--- src/rtl/sl_pkg.sv ---
package sl_pkg;
  function automatic int unsigned ptr_width(input int unsigned n);
    return (n > 1) ? $clog2(n) : 1;
  endfunction
endpackage

--- src/rtl/sl_edge_det.sv ---
module sl_edge_det #(
  parameter bit FALLING = 1'b1
) (
  input  logic clk_i,
  input  logic rst_ni,
  input  logic sig_i,
  output logic pulse_o
);
  logic sig_q;

  always_ff @(posedge clk_i or negedge rst_ni) begin
    if (!rst_ni) sig_q <= 1'b0;
    else         sig_q <= sig_i;
  end

  generate
    if (FALLING) begin : g_fall
      assign pulse_o = sig_q & ~sig_i;
    end else begin : g_rise
      assign pulse_o = ~sig_q & sig_i;
    end
  endgenerate
endmodule

--- src/rtl/sl_addr_ctr.sv ---
module sl_addr_ctr #(
  parameter int unsigned N_ENTRIES = 8,
  parameter int unsigned AW        = sl_pkg::ptr_width(N_ENTRIES)
) (
  input  logic          clk_i,
  input  logic          rst_ni,
  input  logic          adv_i,
  output logic [AW-1:0] ptr_o
);
  localparam logic [AW-1:0] LAST = AW'(N_ENTRIES - 1);

  always_ff @(posedge clk_i or negedge rst_ni) begin
    if (!rst_ni)    ptr_o <= '0;
    else if (adv_i) ptr_o <= (ptr_o == LAST) ? '0 : ptr_o + AW'(1);
  end
endmodule

--- src/rtl/sl_store.sv ---
module sl_store #(
  parameter int unsigned N_ENTRIES = 8,
  parameter int unsigned AW        = sl_pkg::ptr_width(N_ENTRIES)
) (
  input  logic                 clk_i,
  input  logic                 rst_ni,
  input  logic                 we_i,
  input  logic [AW-1:0]        ptr_i,
  input  logic                 din_i,
  output logic [N_ENTRIES-1:0] q_o
);
  for (genvar i = 0; i < N_ENTRIES; i++) begin : g_entry
    logic sel;
    assign sel = we_i && (ptr_i == AW'(i));
    always_ff @(posedge clk_i or negedge rst_ni) begin
      if (!rst_ni)  q_o[i] <= 1'b0;
      else if (sel) q_o[i] <= din_i;
    end
  end
endmodule

--- src/rtl/sl_full.sv ---
module sl_full #(
  parameter int unsigned N_ENTRIES = 8,
  parameter int unsigned AW        = sl_pkg::ptr_width(N_ENTRIES)
) (
  input  logic          clk_i,
  input  logic          rst_ni,
  input  logic          we_i,
  input  logic [AW-1:0] ptr_i,
  output logic          full_o
);
  localparam logic [AW-1:0] LAST = AW'(N_ENTRIES - 1);

  // sticky: only reset clears it
  always_ff @(posedge clk_i or negedge rst_ni) begin
    if (!rst_ni)                        full_o <= 1'b0;
    else if (we_i && (ptr_i == LAST))   full_o <= 1'b1;
  end
endmodule

--- src/rtl/serial_latch_bank.sv ---
module serial_latch_bank #(
  parameter int unsigned N_ENTRIES = 8
) (
  input  logic                 clk_i,
  input  logic                 rst_ni,
  input  logic                 data_i,
  input  logic                 strobe_i,
  input  logic                 incr_i,
  input  logic                 enable_ni,
  output logic [N_ENTRIES-1:0] bus_o,
  output logic [N_ENTRIES-1:0] bus_oe_o,
  output logic                 full_no
);
  localparam int unsigned AW = sl_pkg::ptr_width(N_ENTRIES);

  logic          adv;
  logic [AW-1:0] ptr;
  logic          full;

  sl_edge_det #(.FALLING(1'b1)) i_incr_edge (
    .clk_i  (clk_i),
    .rst_ni (rst_ni),
    .sig_i  (incr_i),
    .pulse_o(adv)
  );

  sl_addr_ctr #(.N_ENTRIES(N_ENTRIES), .AW(AW)) i_ptr (
    .clk_i (clk_i),
    .rst_ni(rst_ni),
    .adv_i (adv),
    .ptr_o (ptr)
  );

  // write uses the pointer value before any same-edge advance
  sl_store #(.N_ENTRIES(N_ENTRIES), .AW(AW)) i_store (
    .clk_i (clk_i),
    .rst_ni(rst_ni),
    .we_i  (strobe_i),
    .ptr_i (ptr),
    .din_i (data_i),
    .q_o   (bus_o)
  );

  sl_full #(.N_ENTRIES(N_ENTRIES), .AW(AW)) i_full (
    .clk_i (clk_i),
    .rst_ni(rst_ni),
    .we_i  (strobe_i),
    .ptr_i (ptr),
    .full_o(full)
  );

  assign full_no  = ~full;
  assign bus_oe_o = {N_ENTRIES{~enable_ni}};
endmodule

--- config.mk ---
export PLATFORM = sky130hd
export DESIGN_NAME = serial_latch_bank
export DESIGN_NICKNAME = d
export VERILOG_FILES = /design/src/rtl/sl_pkg.sv /design/src/rtl/sl_edge_det.sv /design/src/rtl/sl_addr_ctr.sv /design/src/rtl/sl_store.sv /design/src/rtl/sl_full.sv /design/src/rtl/serial_latch_bank.sv
export SDC_FILE = /design/constraint.sdc
export NUM_CORES = 1
export LEC_CHECK = 0
export BUFFER_PORTS_ARGS = -buffer_cell sky130_fd_sc_hd__buf_4
export CORE_MARGIN = 10
export CORE_UTILIZATION = 47
export CTS_BUF_LIST = sky130_fd_sc_hd__clkbuf_8 sky130_fd_sc_hd__clkbuf_16
export DETAILED_ROUTE_END_ITERATION = 8
export HOLD_SLACK_MARGIN = 0.1
export PLACE_DENSITY = 0.82
export SLEW_MARGIN = 10
export SYNTH_ARGS = -nofsm -noshare
export SYNTH_HDL_FRONTEND = slang
export SYNTH_HIERARCHICAL = 1
export SYNTH_SLANG_ARGS = --single-unit
--- constraint.sdc ---
create_clock -name clk_i -period 1.5 [get_ports clk_i]
set_input_delay 0.15 -clock clk_i [delete_from_list [all_inputs] [get_ports clk_i]]
set_output_delay 0.15 -clock clk_i [all_outputs]
set_load 0.03 [all_outputs]
# After elaboration in Yosys (flattened, before gate mapping)
# Cells that the tools add are included.
[word_totals]
ff_bits = 13
out_inout_bits = 17
[classes]
addsub = 1
n_eq_ne = 7
muxes = 1
n_bitwise = 4
reduce_logical = 9
[op_table]
columns = ["operator", "count"]
rows = [
  ["3-bit == test (second input constant)", 4],
  ["1-bit logical AND", 8],
  ["3-bit by 2-bit == test with 1-bit output (second input constant)", 2],
  ["3-bit by 1-bit adder with 3-bit output (second input constant)", 1],
  ["3-bit by 1-bit == test with 1-bit output (second input constant)", 1],
  ["3-bit zero test", 1],
  ["3-bit 2-to-1 mux", 1],
  ["1-bit NOT", 3],
  ["1-bit bitwise AND", 1],
]

# Depth between registers and ports, before layout
[logic_depth]
ltp_word = 2
mapped_depth = 4
mapped_depth_nobuf = 4

# By module
# Netlist, hierarchy kept.
[modules_own_cells]
columns = ["mod", "n_inst", "cells_per_inst", "area_each_um2"]
rows = [
  ["sl_store", 1, 24, 386.6],
  ["sl_addr_ctr", 1, 11, 142.6],
  ["serial_latch_bank", 1, 9, 60.1],
  ["sl_edge_det", 1, 2, 38.8],
  ["sl_full", 1, 2, 35.0],
]

# Worst setup path before layout
# OpenSTA, ideal clock, no wires.
[synth_timing]
kind = "register to register"
start = "reg i_ptr.ptr_o[0]"
end = "reg i_ptr.ptr_o[2]"
setup_ps = 125
arrival_ps = 1176
t_required_ps = 1375
slack_ps = 199
path_stages_with_launch = 4
path_buffers = 0
cell_sequence = "dfrtp_1 -> ha_1 -> ha_1 -> mux2_2"
[synth_between]
elab_chain_cells = 2
[synth_lines]
columns = ["item", "line_no", "text"]
rows = [
  ["start: declaration", "sl_addr_ctr.sv:8", "output logic [AW-1:0] ptr_o"],
  ["start signal: assignment", "sl_addr_ctr.sv:14", "else if (adv_i) ptr_o <= (ptr_o == LAST) ? '0 : ptr_o + AW'(1);"],
  ["3-bit by 1-bit adder with 3-bit output or 3-bit == test (tied branches)", "sl_addr_ctr.sv:14", ""],
  ["3-bit 2-to-1 mux *", "sl_addr_ctr.sv:14", ""],
]
# Every way passes the cells marked *; elsewhere a longest branch is shown, timed or not.
# A chain may end at the register's enable or synchronous reset.

# Worst setup path in the final report
# Same ends and word-level chain as after synthesis.

==> impl_metrics.json <==
{
  "clkSinkCount": 13,
  "drc": 0,
  "reg2reg_depth": 3,
  "tns_ns": 0,
  "period_needed_ns": 1.38,
  "drtIter0Drc": 3,
  "synthFlopType": "dfrtp_1",
  "min_period_over_period_pct": 92.1,
  "clk_latency_ns": 0.24,
  "drt-vias-per-instance": 5.29,
  "p_switching_mw": 0.734,
  "synth-seq-cells": 13,
  "wire_per_inst_um": 15.0,
  "grt_max_degree": 14,
  "syn-num-nets": 56,
  "cts_root_buffer": "clkbuf_8",
  "preCtsSetupSlack_ns": 0.128,
  "cp-end-kind": "register",
  "synth_edf_count": 0,
  "max_freq_mhz": 724,
  "rsz0062_at_grt": "no",
  "whs_path_depth": 2,
  "rr_startpoint": "i_ptr/ptr_o[0]",
  "path_max_fanout": 12,
  "vias": 444,
  "grtUsageTotal_pct": 8.06,
  "clk_path_buf_depth": 2,
  "status": "complete, no violations",
  "die_w_um": 57.6,
  "die_h_um": 57.6,
  "slew_headroom_pct": 78.4,
  "p_per_area_nw_per_um2": 2150,
  "synth_top_area_share_pct": 49.1,
  "cpMostUsedCell": "ha_1",
  "swShare_pct": 39.7,
  "min_path_type": "in -> reg",
  "synthArstFlopShare_pct": 100,
  "row_count": 13,
  "r2r_slack_ns": 0.12,
  "postSynthCellCount": 48,
  "seq_area_sq_um": 325,
  "hold_viol_final": 0,
  "yosysWarnings": 6,
  "syn_avg_cell_area_sq_um": 13.8,
  "crit_type": "reg -> reg",
  "nNetsFinal": 78,
  "dr.pass1.iters": 4,
  "skew_ns": 0.00188,
  "cts_tree": "done",
  "ir_drop_uv": 1180,
  "crit_slowest_cell": "dfrtp_1",
  "synth_cell_types": 15,
  "critical_path.top_delay_family": "adder cells",
  "maxCapViolCount": 0,
  "num_antenna_cells": 0,
  "post_cts_resized": 0,
  "finalWirelength_um": 1260,
  "antenna_found_initial": 0,
  "syn_to_final_growth_pct": 29.6,
  "crit_chain": "ha_1, ha_1, mux2_2",
  "cts.htree.levels": 1,
  "nFillCells": 111,
  "seq_power_share_pct": 37.2,
  "p_int_mw": 1.12,
  "gp_congestion": 0.757,
  "p_leak_nw": 0.423,
  "ant_nets": 0,
  "comb_power_share_pct": 46.5,
  "clkPwrFrac_pct": 16.3,
  "yosysTopAreaCell": "dfrtp_1",
  "slowest_delay_ns": 0.49,
  "multiInputGateArea_sq_um": 274,
  "reg2reg_to": "i_ptr/ptr_o[2]",
  "path_buf_inv": 0,
  "maxSlewViolCount": 0,
  "grt_pass1_wl_um": 2110,
  "pin_count": 23,
  "numCtsBuffers": 3,
  "syn-cell-area_sq_um": 663,
  "seq_area_frac_synth_pct": 49.1,
  "drive_gt1_share_pct": 53.6,
  "dp.final_hpwl_um": 989,
  "hold_end": "i_store/q_o[1]",
  "setup_ws_ns": 0.119,
  "cts.clk_slew.worst_paths_ns": 0.05,
  "grt_overflow": 0,
  "worstMarginPinSlew_ns": 0.324,
  "ys_top_cells_by_area": "dfrtp_1, mux2_2, buf_4",
  "crit_arrival_ns": 1.51,
  "cp-start-kind": "register",
  "min_from": "data_i",
  "initial_core_util_pct": 50.3,
  "core_sq_um": 1320,
  "grt_pass1_vias": 449,
  "die_area_sq_um": 3310,
  "io_buffer_count": 22,
  "crit_required_ns": 1.63,
  "setup_viol": 0
}
## routing by layer
metal,global-route usage (%),routed length [um],vias to the layer above
li1,-,-,212
met1,9.08,572,207
met2,11.0,490,21
met3,5.09,169,4
met4,5.03,29,0
met5,0,0,-
## layout make-up
type                       instances  share of cell area [%]
clock buffer                       3                    4.80
clock inverter                     1                   0.437
inverter                           3                    1.31
multi-input combinational         25                    31.9
sequential                        13                    37.8
tap                               15                    2.18
timing repair buffer              24                    21.5
## cell usage in the layout (no fill, tap or decap)
cell type and n:
nand4b_1 3, nor2_1 1, nor2b_4 1, and4bb_1 3
clkbuf_8 3, o21ai_0 1, nand4_1 1, inv_1 4
nand3b_1 1, mux2_4 3, buf_4 22, mux2_2 7
nor4b_2 1, dlygate4sd3_1 2, a41o_1 1, dfrtp_1 13
ha_1 2
## worst max path at each step
stage                         startpoint             end  depth (start not counted)
after floorplan           i_ptr/ptr_o[0]  i_ptr/ptr_o[2]                          3
after global placement    i_ptr/ptr_o[0]  i_ptr/ptr_o[2]                          3
after detailed placement  i_ptr/ptr_o[0]  i_ptr/ptr_o[2]                          3
after CTS                 i_ptr/ptr_o[0]  i_ptr/ptr_o[2]                          3
after global routing      i_ptr/ptr_o[0]  i_ptr/ptr_o[2]                          3
final                     i_ptr/ptr_o[0]  i_ptr/ptr_o[2]                          3
## synthesized netlist by cell type, types with 2 or more instances
cell / n
dfrtp_1: 13
buf_4: 7
mux2_2: 7
and4bb_1: 3
inv_1: 3
mux2_4: 3
nand4b_1: 3
ha_1: 2
## registers in the layout, summed over array words and instances, names as in the netlist
| register | count |
|---|---|
| i_full/full_o | 1 |
| i_incr_edge/sig_q | 1 |
| i_ptr/ptr_o | 3 |
| i_store/q_o | 8 |
## kinds of logic (layout without fill, tap and decap cells)
kind of cell / Yosys count / after routing / synth area share, %
flops: 13 / 13 / 49.1
simple gates: 11 / 11 / 16.6
mux: 10 / 10 / 18.7
buf+inv: 10 / 31 / 9.62
fa+ha+maj: 2 / 2 / 3.77
compound gates: 2 / 2 / 2.26
## through the flow
step,cells,area [sq um],total power [mW],utilization (%),hold slack [ns]
floorplan,48,663,1.25,-,-0.146
global placement,78,795,1.53,60.3,0.00110
detailed placement,78,795,1.56,60.3,0.00197
CTS,84,860,1.87,65.2,0.205
global route,84,860,1.97,65.2,0.212
finish,84,860,1.85,65.2,0.203
## worst register-to-register path, cell delays in order, from the launching register on
cell and delay (ns):
dfrtp_1 0.49, ha_1 0.25, ha_1 0.26, mux2_2 0.26
## what timing repair did
item,CTS,global route
buffers inserted,0,0
hold endpoints to repair,14,0
hold buffers,2,0
## power by group through the flow
stage               clock network (mW)  registers (mW)  logic (mW)
detailed placement                   0           0.695       0.868
finish                           0.302           0.687       0.861
CTS                              0.308           0.689       0.873
floorplan                            0           0.880       0.369
global placement                     0           0.678       0.853
global route                     0.326           0.723       0.923
Note: power is estimated with default switching activity, not from simulation.
